`src/rtl/tmr_pkg.sv`:
```
package tmr_pkg;
    localparam int ADDR_W = 8;
    localparam int DATA_W = 32;

    localparam logic [ADDR_W-1:0] OFS_CTRL = 8'h00;
    localparam logic [ADDR_W-1:0] OFS_PRE  = 8'h04;
    localparam logic [ADDR_W-1:0] OFS_STAT = 8'h08;
    localparam logic [ADDR_W-1:0] OFS_IE   = 8'h0C;
    localparam logic [ADDR_W-1:0] OFS_CMP  = 8'h10;
    localparam logic [ADDR_W-1:0] OFS_CNT  = 8'h24;

    localparam int B_EN   = 0;
    localparam int B_WAIT = 3;
    localparam int B_SEL  = 6;
    localparam int B_FREE = 9;

    typedef enum logic [1:0] {
        SRC_NONE = 2'd0,
        SRC_BUS  = 2'd1,
        SRC_PER  = 2'd2,
        SRC_RSV  = 2'd3
    } src_sel_e;
endpackage

```
`src/rtl/tmr_prescale.sv`:
```
module tmr_prescale #(
    parameter int PRE_W = 12
) (
    input  logic             clk,
    input  logic             rst_n,
    input  logic             run,
    input  logic             clr,
    input  logic [PRE_W-1:0] limit,
    output logic             step
);
    logic [PRE_W-1:0] div_d, div_q;
    logic             hit;

    always_comb begin
        hit   = (div_q == limit);
        step  = run && hit;
        div_d = div_q;
        if (clr)
            div_d = '0;
        else if (run)
            div_d = hit ? '0 : div_q + 1'b1;
    end

    always_ff @(posedge clk) begin
        if (!rst_n) div_q <= '0;
        else        div_q <= div_d;
    end

    AST_DIV_BOUND: assert property (@(posedge clk) disable iff (!rst_n)
        (run && !clr) |=> (div_q <= $past(limit))) else $error("divider overran limit");
    AST_DIV_CLR: assert property (@(posedge clk) disable iff (!rst_n)
        clr |=> (div_q == '0)) else $error("divider not cleared");
endmodule

```
`src/rtl/tmr_count.sv`:
```
module tmr_count #(
    parameter int CNT_W = 32
) (
    input  logic             clk,
    input  logic             rst_n,
    input  logic             step,
    input  logic             freerun,
    input  logic [CNT_W-1:0] cmp,
    output logic [CNT_W-1:0] cnt,
    output logic             match
);
    logic [CNT_W-1:0] cnt_d, cnt_q;

    always_comb begin
        cnt_d = cnt_q;
        if (step)
            cnt_d = (!freerun && (cnt_q == cmp)) ? '0 : cnt_q + 1'b1;
        match = step && (cnt_d == cmp);
        cnt   = cnt_q;
    end

    always_ff @(posedge clk) begin
        if (!rst_n) cnt_q <= '0;
        else        cnt_q <= cnt_d;
    end

    AST_HOLD_IDLE: assert property (@(posedge clk) disable iff (!rst_n)
        !step |=> $stable(cnt_q)) else $error("counter moved without step");
    AST_FREE_INC: assert property (@(posedge clk) disable iff (!rst_n)
        (step && freerun) |=> (cnt_q == CNT_W'($past(cnt_q) + 1'b1))) else $error("free-run step wrong");
    AST_RESTART: assert property (@(posedge clk) disable iff (!rst_n)
        (step && !freerun && (cnt_q == cmp)) |=> (cnt_q == '0)) else $error("restart missed");
endmodule

```
`src/rtl/cmp_timer.sv`:
```
module cmp_timer
    import tmr_pkg::*;
#(
    parameter int CNT_W = 32,
    parameter int PRE_W = 12
) (
    input  logic              clk,
    input  logic              rst_n,
    input  logic [ADDR_W-1:0] reg_addr,
    input  logic              reg_we,
    input  logic [DATA_W-1:0] reg_wdata,
    output logic [DATA_W-1:0] reg_rdata,
    input  logic              tick_bus,
    input  logic              tick_per,
    output logic              irq
);
    typedef struct packed {
        logic             en;
        logic             wt;
        logic [1:0]       sel;
        logic             free;
        logic [PRE_W-1:0] pre;
        logic             ie;
        logic [CNT_W-1:0] cmp;
        logic             flag;
        logic             irq;
    } state_t;

    state_t           st_d, st_q;
    logic             src_tick, run, pre_clr, step, match;
    logic [CNT_W-1:0] cnt;
    logic             wr_ctrl, wr_pre, wr_stat, wr_ie, wr_cmp;

    always_comb begin
        unique case (src_sel_e'(st_q.sel))
            SRC_BUS: src_tick = tick_bus;
            SRC_PER: src_tick = tick_per;
            default: src_tick = 1'b0;
        endcase
        run     = st_q.en && src_tick;
        wr_ctrl = reg_we && (reg_addr == OFS_CTRL);
        wr_pre  = reg_we && (reg_addr == OFS_PRE);
        wr_stat = reg_we && (reg_addr == OFS_STAT);
        wr_ie   = reg_we && (reg_addr == OFS_IE);
        wr_cmp  = reg_we && (reg_addr == OFS_CMP);
        pre_clr = wr_pre;
    end

    tmr_prescale #(.PRE_W(PRE_W)) u_pre (
        .clk   (clk),
        .rst_n (rst_n),
        .run   (run),
        .clr   (pre_clr),
        .limit (st_q.pre),
        .step  (step)
    );

    tmr_count #(.CNT_W(CNT_W)) u_cnt (
        .clk     (clk),
        .rst_n   (rst_n),
        .step    (step),
        .freerun (st_q.free),
        .cmp     (st_q.cmp),
        .cnt     (cnt),
        .match   (match)
    );

    always_comb begin
        st_d = st_q;
        if (wr_ctrl) begin
            st_d.en   = reg_wdata[B_EN];
            st_d.wt   = reg_wdata[B_WAIT];
            st_d.sel  = reg_wdata[B_SEL +: 2];
            st_d.free = reg_wdata[B_FREE];
        end
        if (wr_pre) st_d.pre = reg_wdata[PRE_W-1:0];
        if (wr_ie)  st_d.ie  = reg_wdata[0];
        if (wr_cmp) st_d.cmp = reg_wdata[CNT_W-1:0];
        if (match)
            st_d.flag = 1'b1;
        else if (wr_stat && reg_wdata[0])
            st_d.flag = 1'b0;
        st_d.irq = st_q.flag && st_q.ie;
    end

    always_ff @(posedge clk) begin
        if (!rst_n) st_q <= '0;
        else        st_q <= st_d;
    end

    always_comb begin
        reg_rdata = '0;
        unique case (reg_addr)
            OFS_CTRL: begin
                reg_rdata[B_EN]       = st_q.en;
                reg_rdata[B_WAIT]     = st_q.wt;
                reg_rdata[B_SEL +: 2] = st_q.sel;
                reg_rdata[B_FREE]     = st_q.free;
            end
            OFS_PRE:  reg_rdata[PRE_W-1:0] = st_q.pre;
            OFS_STAT: reg_rdata[0] = st_q.flag;
            OFS_IE:   reg_rdata[0] = st_q.ie;
            OFS_CMP:  reg_rdata[CNT_W-1:0] = st_q.cmp;
            OFS_CNT:  reg_rdata[CNT_W-1:0] = cnt;
            default:  reg_rdata = '0;
        endcase
        irq = st_q.irq;
    end

    AST_STEP_NEEDS_EN: assert property (@(posedge clk) disable iff (!rst_n)
        step |-> st_q.en) else $error("step while disabled");
    AST_SET_WINS: assert property (@(posedge clk) disable iff (!rst_n)
        match |=> st_q.flag) else $error("match lost");
    AST_W1C: assert property (@(posedge clk) disable iff (!rst_n)
        (wr_stat && reg_wdata[0] && !match) |=> !st_q.flag) else $error("clear ignored");
    AST_IRQ_MASK: assert property (@(posedge clk) disable iff (!rst_n)
        $rose(irq) |-> $past(st_q.ie)) else $error("irq rose while masked");
    AST_IRQ_SRC: assert property (@(posedge clk) disable iff (!rst_n)
        irq |-> $past(st_q.flag)) else $error("irq without flag");
endmodule

```
`config.mk`:
```
export PLATFORM = sky130hd
export DESIGN_NAME = cmp_timer
export DESIGN_NICKNAME = d
export VERILOG_FILES = /design/src/rtl/tmr_pkg.sv /design/src/rtl/tmr_prescale.sv /design/src/rtl/tmr_count.sv /design/src/rtl/cmp_timer.sv
export SDC_FILE = /design/constraint.sdc
export NUM_CORES = 1
export LEC_CHECK = 0
export ABC_AREA = 1
export BUFFER_PORTS_ARGS = -buffer_cell sky130_fd_sc_hd__buf_2
export CORE_AREA = 2 2 116 118
export DETAILED_ROUTE_END_ITERATION = 7
export DIE_AREA = 0 0 118 120
export MAX_ROUTING_LAYER = met4
export PLACE_DENSITY = 0.68
export SLEW_MARGIN = 20
export SYNTH_ARGS = -nofsm -noshare
export SYNTH_HDL_FRONTEND = slang
export SYNTH_SLANG_ARGS = --single-unit
```
`constraint.sdc`:
```
create_clock -name clk -period 2.9 [get_ports clk]
set_clock_uncertainty 0.1 [all_clocks]
set_input_delay 0.58 -clock clk [delete_from_list [all_inputs] [get_ports clk]]
set_output_delay 0.58 -clock clk [all_outputs]
set_load 0.02 [all_outputs]
```
==> Implementation_results.wiki, run 1 <==
{| class="wikitable"
! Metric !! Value
|-
| Outcome || finished clean
|-
| Power density relative to cell area || 369 mW/mm^2
|-
| IO Port Bufs || 77
|-
| Clock period minus worst slack || 2.70 ns
|-
| Boundary Pins || 78
|-
| Horizontal extent of the die || 118 um
|-
| Detail Placement HPWL || 15.2 mm
|-
| Cell accounting for the most synthesized area || dfxtp_1
|-
| Type of the setup path with the least slack || flip-flop to flip-flop
|-
| Yosys synthesis warning count || 0
|-
| Placement Rows || 42
|-
| Met3 layer usage reported by global route || 0.0618
|-
| Area of the core region || 0.0130 mm^2
|-
| Source-to-sink clock delay at the later pin of the worst-skew pair || 0.36 ns
|-
| Mean instance size in the synthesized netlist || 6.02 um^2
|-
| Final-layout setup total negative slack || 0 ns
|-
| Area growth from synthesis to layout || 16.6%
|-
| Antenna diodes || 0
|-
| Global-route congestion overflow total || 0
|-
| Gr busiest metal || met2
|-
| Count of H-tree levels built during CTS || 3
|-
| Unique masters post-synth || 37
|-
| Number of resized instances in the post-cts repair step || 0
|-
| Post-detailed-route count of antenna-violating nets || 0
|-
| Utilization after layout || 0.555
|-
| Pins Over Slew Limit || 0
|-
| Maximum single-stage delay on the critical path || 0.44 ns
|-
| Share of the clock period used by the worst path after layout || 0.931
|-
| Number of endpoints failing setup at the final stage || 0
|-
| Critical-path cell with the highest stage delay || dfxtp_1
|-
| Share of the synthesized area in the top cell type || 0.311
|-
| Dpl cells || 1276
|-
| Routed wire length || 19.8 mm
|-
| Initial Util || 0.476
|-
| Maximum fanout count along the critical path || 18
|-
| Clock Tree Root || clkbuf_16
|-
| Routing usage on met1 || 0.416
|-
| Dominant synthesized flop cell || dfxtp_1
|-
| Cell count after synthesis || 1026
|-
| Highest ir drop seen on vdd || 0.300 mV
|-
| Number of flops mapped to enable cells by yosys || 0
|-
| Final hold violation count || 0
|-
| Most instantiated library cell after synthesis || nand2_1
|-
| DRC marker count from the first detailed-route iteration || 655
|-
| Fmax || 370 MHz
|-
| Clock tree buffer depth || 2
|-
| Crit path top cell by count || nand2_1
|-
| Series of cell instances along the critical path || inv_1 -> nand2_1 -> o21ai_1 -> nor2_1 -> nand2_1 -> nor2_1 -> nand2_1 -> nor2_4 -> nand3_4 -> buf_4 -> nand4_1 -> nand2_1 -> nor2_1 -> nand2_1 -> nor2_1 -> nand3_1 -> nand2_1
|-
| Worst hold-check path type || flip-flop to flip-flop
|-
| Antenna violations before repair || 0
|-
| Number of buffers created by CTS || 9
|-
| Top cells by count, synth || nand2_1 (302), inv_1 (121), nor2_1 (118), dfxtp_1 (96), nand3_1 (75)
|-
| CP required || 3.11 ns
|-
| Cell area after synthesis || 0.00618 mm^2
|-
| Top area cells in the synthesized netlist || dfxtp_1 (31%), nand2_1 (18%), inv_1 (7.4%), nor2_1 (7.2%), nand3_1 (6.1%)
|-
| DR WL/cell || 15.4 um
|-
| Relative slew margins || 0.585
|-
| Number of non-filler instances in the completed layout || 1291
|-
| Vias in the first global route || 6264
|-
| Die footprint || 0.0142 mm^2
|-
| Seq/Total Area, Yosys || 0.311
|-
| Vias after detailed routing || 6898
|-
| Proportion of register bits with asynchronous set or reset after synthesis || 0
|-
| Met2 routing resource usage after global routing || 0.434
|-
| Detailed-route vias per instance || 5.34
|-
| Signal arrival time at the worst endpoint || 2.91 ns
|-
| Fillers || 1373
|-
| Count of TritonRoute iterations in the first routing pass || 5
|-
| Pin count of the biggest net entering global routing || 65
|-
| Number of maximum-capacitance violations || 0
|-
| Setup repair bufs after CTS || 0
|-
| Endpoint kind of the worst setup timing path || flip-flop
|-
| Synth Register Bits || 96
|-
| Clock transition at the registers of the reported paths || 0.07 ns
|-
| Clock tree from TritonCTS || built
|-
| Ratio of cells with drive above 1 in the final layout || 0.146
|-
| Final Wtd Congestion || 0.999
|-
| Leakage component of the power || 3.14 nW
|-
| Setup repair after global routing missed its margin || no
|-
| Measured slew at the worst slew-check pin || 0.622 ns
|-
| Wire length of the first global-routing pass || 32.2 mm
|-
| Post-layout nets || 1160
|-
| Cts-stage hold buffer count || 0
|-
| Clock Sink Count || 96
|-
| Die extent in y || 120 um
|-
| Nature of the critical path startpoint || flip-flop
|-
| DRC violations left || 0
|-
| Overall track demand over capacity in global routing || 0.297
|-
| Synth Net Count || 1075
|}
==> metrics by stage <==
step	hold slack [ns]	power, mW	instance area [um^2]	setup WS, ns
after floorplan	0.330	1.40	6180	0.406
after global placement	0.349	1.45	6890	0.230
after detailed placement	0.350	1.45	6890	0.183
after CTS	0.364	2.67	7180	0.200
after global routing	0.380	2.74	7200	0.00371
final	0.361	2.65	7200	0.199
==> cell families (layout without fill, tap and decap cells) <==
kind of cell	count (synthesis)	in the layout	synth area share
and+or+nand+nor	574	574	0.407
buffers and inverters	174	263	0.110
AOI/OAI and AO/OA	170	170	0.152
DFF	96	96	0.311
xor gates and xnor gates	8	8	0.0113
adders and majority gates	4	4	0.00810
==> where the power goes <==
| group | switching, mW | internal (mW) | total (mW) |
|---|---|---|---|
| Combinational | 0.0666 | 0.0381 | 0.105 |
| Sequential | 0.00139 | 1.32 | 1.32 |
| Clock | 0.542 | 0.688 | 1.23 |
==> routing by layer <==
metal,up-vias,part of all wire
li1,3514,-
met3,27,0.076
met1,3104,0.48
met5,-,0
met4,0,0.018
met2,253,0.42
==> critical path: cells and delay by family (launching register included) <==
family	cells	cell delay [ns]
AOI/OAI and AO/OA	1	0.06
DFF	1	0.44
buffers and inverters	2	0.36
and+or+nand+nor	14	1.68
==> worst paths after layout <==
check                                              start                    to  slack (ns)  cells past startpoint
worst max-delay path            u_cnt.cnt[13]$_SDFF_PN0_  st_q[1]$_SDFFE_PN0P_        0.20                     17
worst min-delay path               st_q[34]$_SDFFE_PN0P_        irq$_SDFF_PN0_        0.36                      2
worst max register to register  u_cnt.cnt[13]$_SDFF_PN0_  st_q[1]$_SDFFE_PN0P_        0.20                     17
worst min register to register     st_q[34]$_SDFFE_PN0P_        irq$_SDFF_PN0_        0.36                      2
==> registers in the layout, indices dropped and copies added, names as in the netlist <==
signal	count
st_q	51
u_cnt.cnt	32
u_pre.div_q	12
irq	1
==> placed cells by master, fill, tap and decap left out, types with 2 or more instances in the layout <==
cell type	n
nor3b_1	7
o21ai_0	64
ha_1	3
o22ai_1	25
buf_4	25
clkinv_2	2
nand3_2	2
xnor2_1	5
nand4_1	39
nor2_2	4
nor2_1	117
buf_12	3
xor2_1	3
inv_2	20
a221o_1	2
o2111ai_1	2
nand3_4	2
nand2_2	2
clkinv_1	3
o221ai_1	7
buf_2	77
nor2_4	8
clkbuf_16	9
a21oi_1	57
nor3_1	12
dfxtp_1	96
nand3_1	75
o21ai_1	8
o21bai_1	2
nand2_1	301
inv_1	120
nor3_2	2
==> final cells by class <==
class | count | area (um^2) | area share
inverters | 143 | 537 | 0.0746
clock buffers | 10 | 239 | 0.0332
repair buffers | 105 | 633 | 0.0879
well taps | 176 | 220 | 0.0306
multi-input cells | 756 | 3590 | 0.499
clock inverters | 5 | 56.3 | 0.00782
flip-flops and latches | 96 | 1920 | 0.267
Note: power is estimated with default switching activity, not from simulation.
==> run 2, diff against run 1 <==
==> constraint.sdc (replaced) <==
create_clock -name clk -period 2.9 [get_ports clk]
set_clock_uncertainty 0.1 [all_clocks]
set_input_delay 0.58 -clock clk [delete_from_list [all_inputs] [get_ports clk]]
set_output_delay 0.58 -clock clk [all_outputs]
set_load 0.1 [all_outputs]
==> Implementation_results.wiki, run 2 (same netlist as run 1, synthesis figures left out) <==
{| class="wikitable"
! Metric !! Value
|-
| Share of the clock period used by the worst path after layout || 0.936 (+0.00491)
|-
| Maximum fanout count along the critical path || 4 (-14)
|-
| Routing usage on met1 || 0.416 (about the same)
|-
| Gr busiest metal || met2
|-
| Ratio of cells with drive above 1 in the final layout || 0.183 (+0.0366)
|-
| Endpoint kind of the worst setup timing path || flip-flop
|-
| Clock tree buffer depth || 2 (unchanged)
|-
| Switching fraction of total power || 0.229 (-0.000515)
|-
| Detailed-route vias per instance || 5.43 (+1.7%)
|-
| Horizontal extent of the die || 118 um (unchanged)
|-
| Relative slew margins || 0.595 (+0.00993)
|-
| Crit path top cell by count || nand2_1
|-
| Die extent in y || 120 um (unchanged)
|-
| Final hold violation count || 0 (unchanged)
|-
| Vias in the first global route || 6677 (+6.6%)
|-
| Boundary Pins || 78 (unchanged)
|-
| Most frequent cells in the layout || nand2_1 (301), inv_1 (121), nor2_1 (117), dfxtp_1 (94), nand3_1 (75)
|-
| Final Wtd Congestion || 0.982 (-1.7%)
|-
| Nature of the critical path startpoint || flip-flop
|-
| Fmax || 368 MHz (-0.52%)
|-
| Highest ir drop seen on vdd || 0.392 mV (+31%)
|-
| Measured slew at the worst slew-check pin || 0.607 ns (-0.0149 ns)
|-
| Met3 layer usage reported by global route || 0.0699 (+0.00808)
|-
| Power density relative to cell area || 336 mW/mm^2 (-8.7%)
|-
| Antenna diodes || 0 (unchanged)
|-
| DRC marker count from the first detailed-route iteration || 615 (-6.1%)
|-
| Routed wire length || 20.4 mm (+2.7%)
|-
| Setup repair after global routing missed its margin || no
|-
| Post-layout nets || 1171 (+0.95%)
|-
| Series of cell instances along the critical path || inv_1 -> buf_4 -> nor3_1 -> nand2_1 -> nor2_1 -> nand2_1 -> xor2_1 -> o21ai_0 -> nand2_1 -> nand2_1 -> nand2_1 -> inv_1 -> nand3_1 -> nor2_1 -> nand3_1 -> nand2_1
|-
| Area of the core region || 0.0130 mm^2 (unchanged)
|-
| Clock period minus worst slack || 2.71 ns (+0.0142 ns)
|-
| Most common cell after layout, fill and taps aside || nand2_1
|-
| Maximum single-stage delay on the critical path || 0.48 ns (+0.04 ns)
|-
| Finished layout cell area || 0.00801 mm^2 (+11%)
|-
| Area growth from synthesis to layout || 29.7%
|-
| Gate power share || 0.039 (about the same)
|-
| Register-to-register setup slack || 0.19 ns (about the same)
|-
| Clock tree from TritonCTS || built
|-
| Die footprint || 0.0142 mm^2 (unchanged)
|-
| Pin count of the biggest net entering global routing || 51 (-22%)
|-
| Overall track demand over capacity in global routing || 0.306 (+0.00901)
|-
| Outcome || finished clean
|-
| Max reg flops || 51 (unchanged)
|-
| Cell Int Power || 2.08 mW (+1.6%)
|-
| Detail Placement HPWL || 15.8 mm (+4.0%)
|-
| Dpl cells || 1285 (+0.71%)
|-
| Pins Over Slew Limit || 0 (unchanged)
|-
| Number of non-filler instances in the completed layout || 1303 (+0.93%)
|-
| Fillers || 1260 (-8.2%)
|-
| Clock Tree Root || clkbuf_16
|-
| Wire length of the first global-routing pass || 33.3 mm (+3.3%)
|-
| Count of TritonRoute iterations in the first routing pass || 6 (+1)
|-
| Initial Util || 0.476 (unchanged)
|-
| Cts-stage hold buffer count || 0 (unchanged)
|-
| Global-route congestion overflow total || 0 (unchanged)
|-
| Clock transition at the registers of the reported paths || 0.07 ns (about the same)
|-
| Source-to-sink clock delay at the later pin of the worst-skew pair || 0.36 ns (about the same)
|-
| Leakage component of the power || 3.31 nW (+5.2%)
|-
| Antenna violations before repair || 0 (unchanged)
|-
| Final-layout setup total negative slack || 0 ns (unchanged)
|-
| DRC violations left || 0 (unchanged)
|-
| DR WL/cell || 15.6 um (+1.7%)
|-
| IO Port Bufs || 77 (unchanged)
|-
| Number of endpoints failing setup at the final stage || 0 (unchanged)
|-
| Largest Register || st_q
|-
| Type of the setup path with the least slack || flip-flop to flip-flop
|-
| Met2 routing resource usage after global routing || 0.459 (+0.0254)
|-
| Power share of the clock group || 0.471 (+0.008)
|-
| Clock Sink Count || 96 (unchanged)
|-
| Worst hold-check path type || flip-flop to flip-flop
|-
| Signal arrival time at the worst endpoint || 2.92 ns (about the same)
|-
| Number of maximum-capacitance violations || 0 (unchanged)
|-
| Placement Rows || 42 (unchanged)
|-
| Combined flip-flop and latch cell area || 0.00192 mm^2 (+0.13%)
|-
| CP required || 3.11 ns (about the same)
|-
| Proportion of power drawn by flip-flops and latches || 0.490 (-0.007)
|-
| Combined area of the multi-input logic cells || 0.00383 mm^2 (+6.5%)
|-
| Post-detailed-route count of antenna-violating nets || 0 (unchanged)
|-
| Worst Hold Margin || 0.358 ns (-0.00298 ns)
|-
| Switching power summed over all nets || 618 uW (+1.3%)
|-
| Critical-path cell with the highest stage delay || nor3_1
|-
| Count of H-tree levels built during CTS || 3 (unchanged)
|-
| Number of buffers created by CTS || 9 (unchanged)
|-
| Post-Place Cell Area || 0.00765 mm^2 (+11%)
|-
| Vias after detailed routing || 7078 (+2.6%)
|}
==> run 2: cell types whose count changed in the layout (fill, tap and decap cells not counted), moves of 3 or more <==
cell      previous run  this run
o22ai_2              0        20
o221ai_1             7         0
buf_2               77        45
buf_4               25        36
o221ai_2             0         4
o221ai_4             0         3
buf_12               3        34
o22ai_1             25         5
==> run 2: critical path, delay by kind of cell, from the launching register on <==
family	cells	cell delay, ns
buffers and inverters	3	0.33
and+or+nand+nor	11	1.41
AOI/OAI and AO/OA	1	0.25
xor gates and xnor gates	1	0.14
DFF	1	0.42
==> run 2: worst paths after layout <==
| path | start | endpoint | depth (start not counted) |
|---|---|---|---|
| setup / recovery | u_cnt.cnt[20]$_SDFF_PN0_ | st_q[1]$_SDFFE_PN0P_ | 16 |
| hold / removal | st_q[34]$_SDFFE_PN0P_ | irq$_SDFF_PN0_ | 2 |
| setup reg to reg | u_cnt.cnt[20]$_SDFF_PN0_ | st_q[1]$_SDFFE_PN0P_ | 16 |
| hold reg to reg | st_q[34]$_SDFFE_PN0P_ | irq$_SDFF_PN0_ | 2 |
==> run 2: power groups by stage <==
stage	combinational, mW	clock, mW	sequential, mW
2_1_floorplan	0.0503	0	1.35
3_3_place_gp	0.104	0	1.35
3_5_place_dp	0.105	0	1.35
4_1_cts	0.105	1.29	1.32
5_1_grt	0.118	1.34	1.32
6_report	0.106	1.27	1.32
==> run 2: area by class of cell <==
type                    count  share of cell area
well taps                 176              0.0275
flip-flops and latches     96               0.240
clock buffers              11              0.0315
multi-input cells         756               0.478
clock inverters             5             0.00781
inverters                 143              0.0670
repair buffers            116               0.148
==> run 2: per-stage QoR <==
stage               setup slack [ns]  utilization  total power, mW
floorplan                     -0.229            -             1.40
global placement               0.132        0.589             1.46
detailed placement            0.0931        0.589             1.46
CTS                           0.0873        0.614             2.72
global route                  0.0164        0.617             2.78
finish                         0.185        0.617             2.70
==> run 2: timing repair <==
action / in CTS / in global routing
gates resized for setup: 0 / 9
setup buffers: 0 / 2
setup endpoints to repair: 0 / 18
==> run 2: per-layer routing <==
| metal | share of wire | up-vias | wire length, um |
|---|---|---|---|
| met5 | 0 | - | 0 |
| met4 | 0.018 | 0 | 369 |
| met3 | 0.089 | 33 | 1820 |
| met2 | 0.43 | 297 | 8800 |
| met1 | 0.46 | 3212 | 9380 |
| li1 | - | 3536 | - |
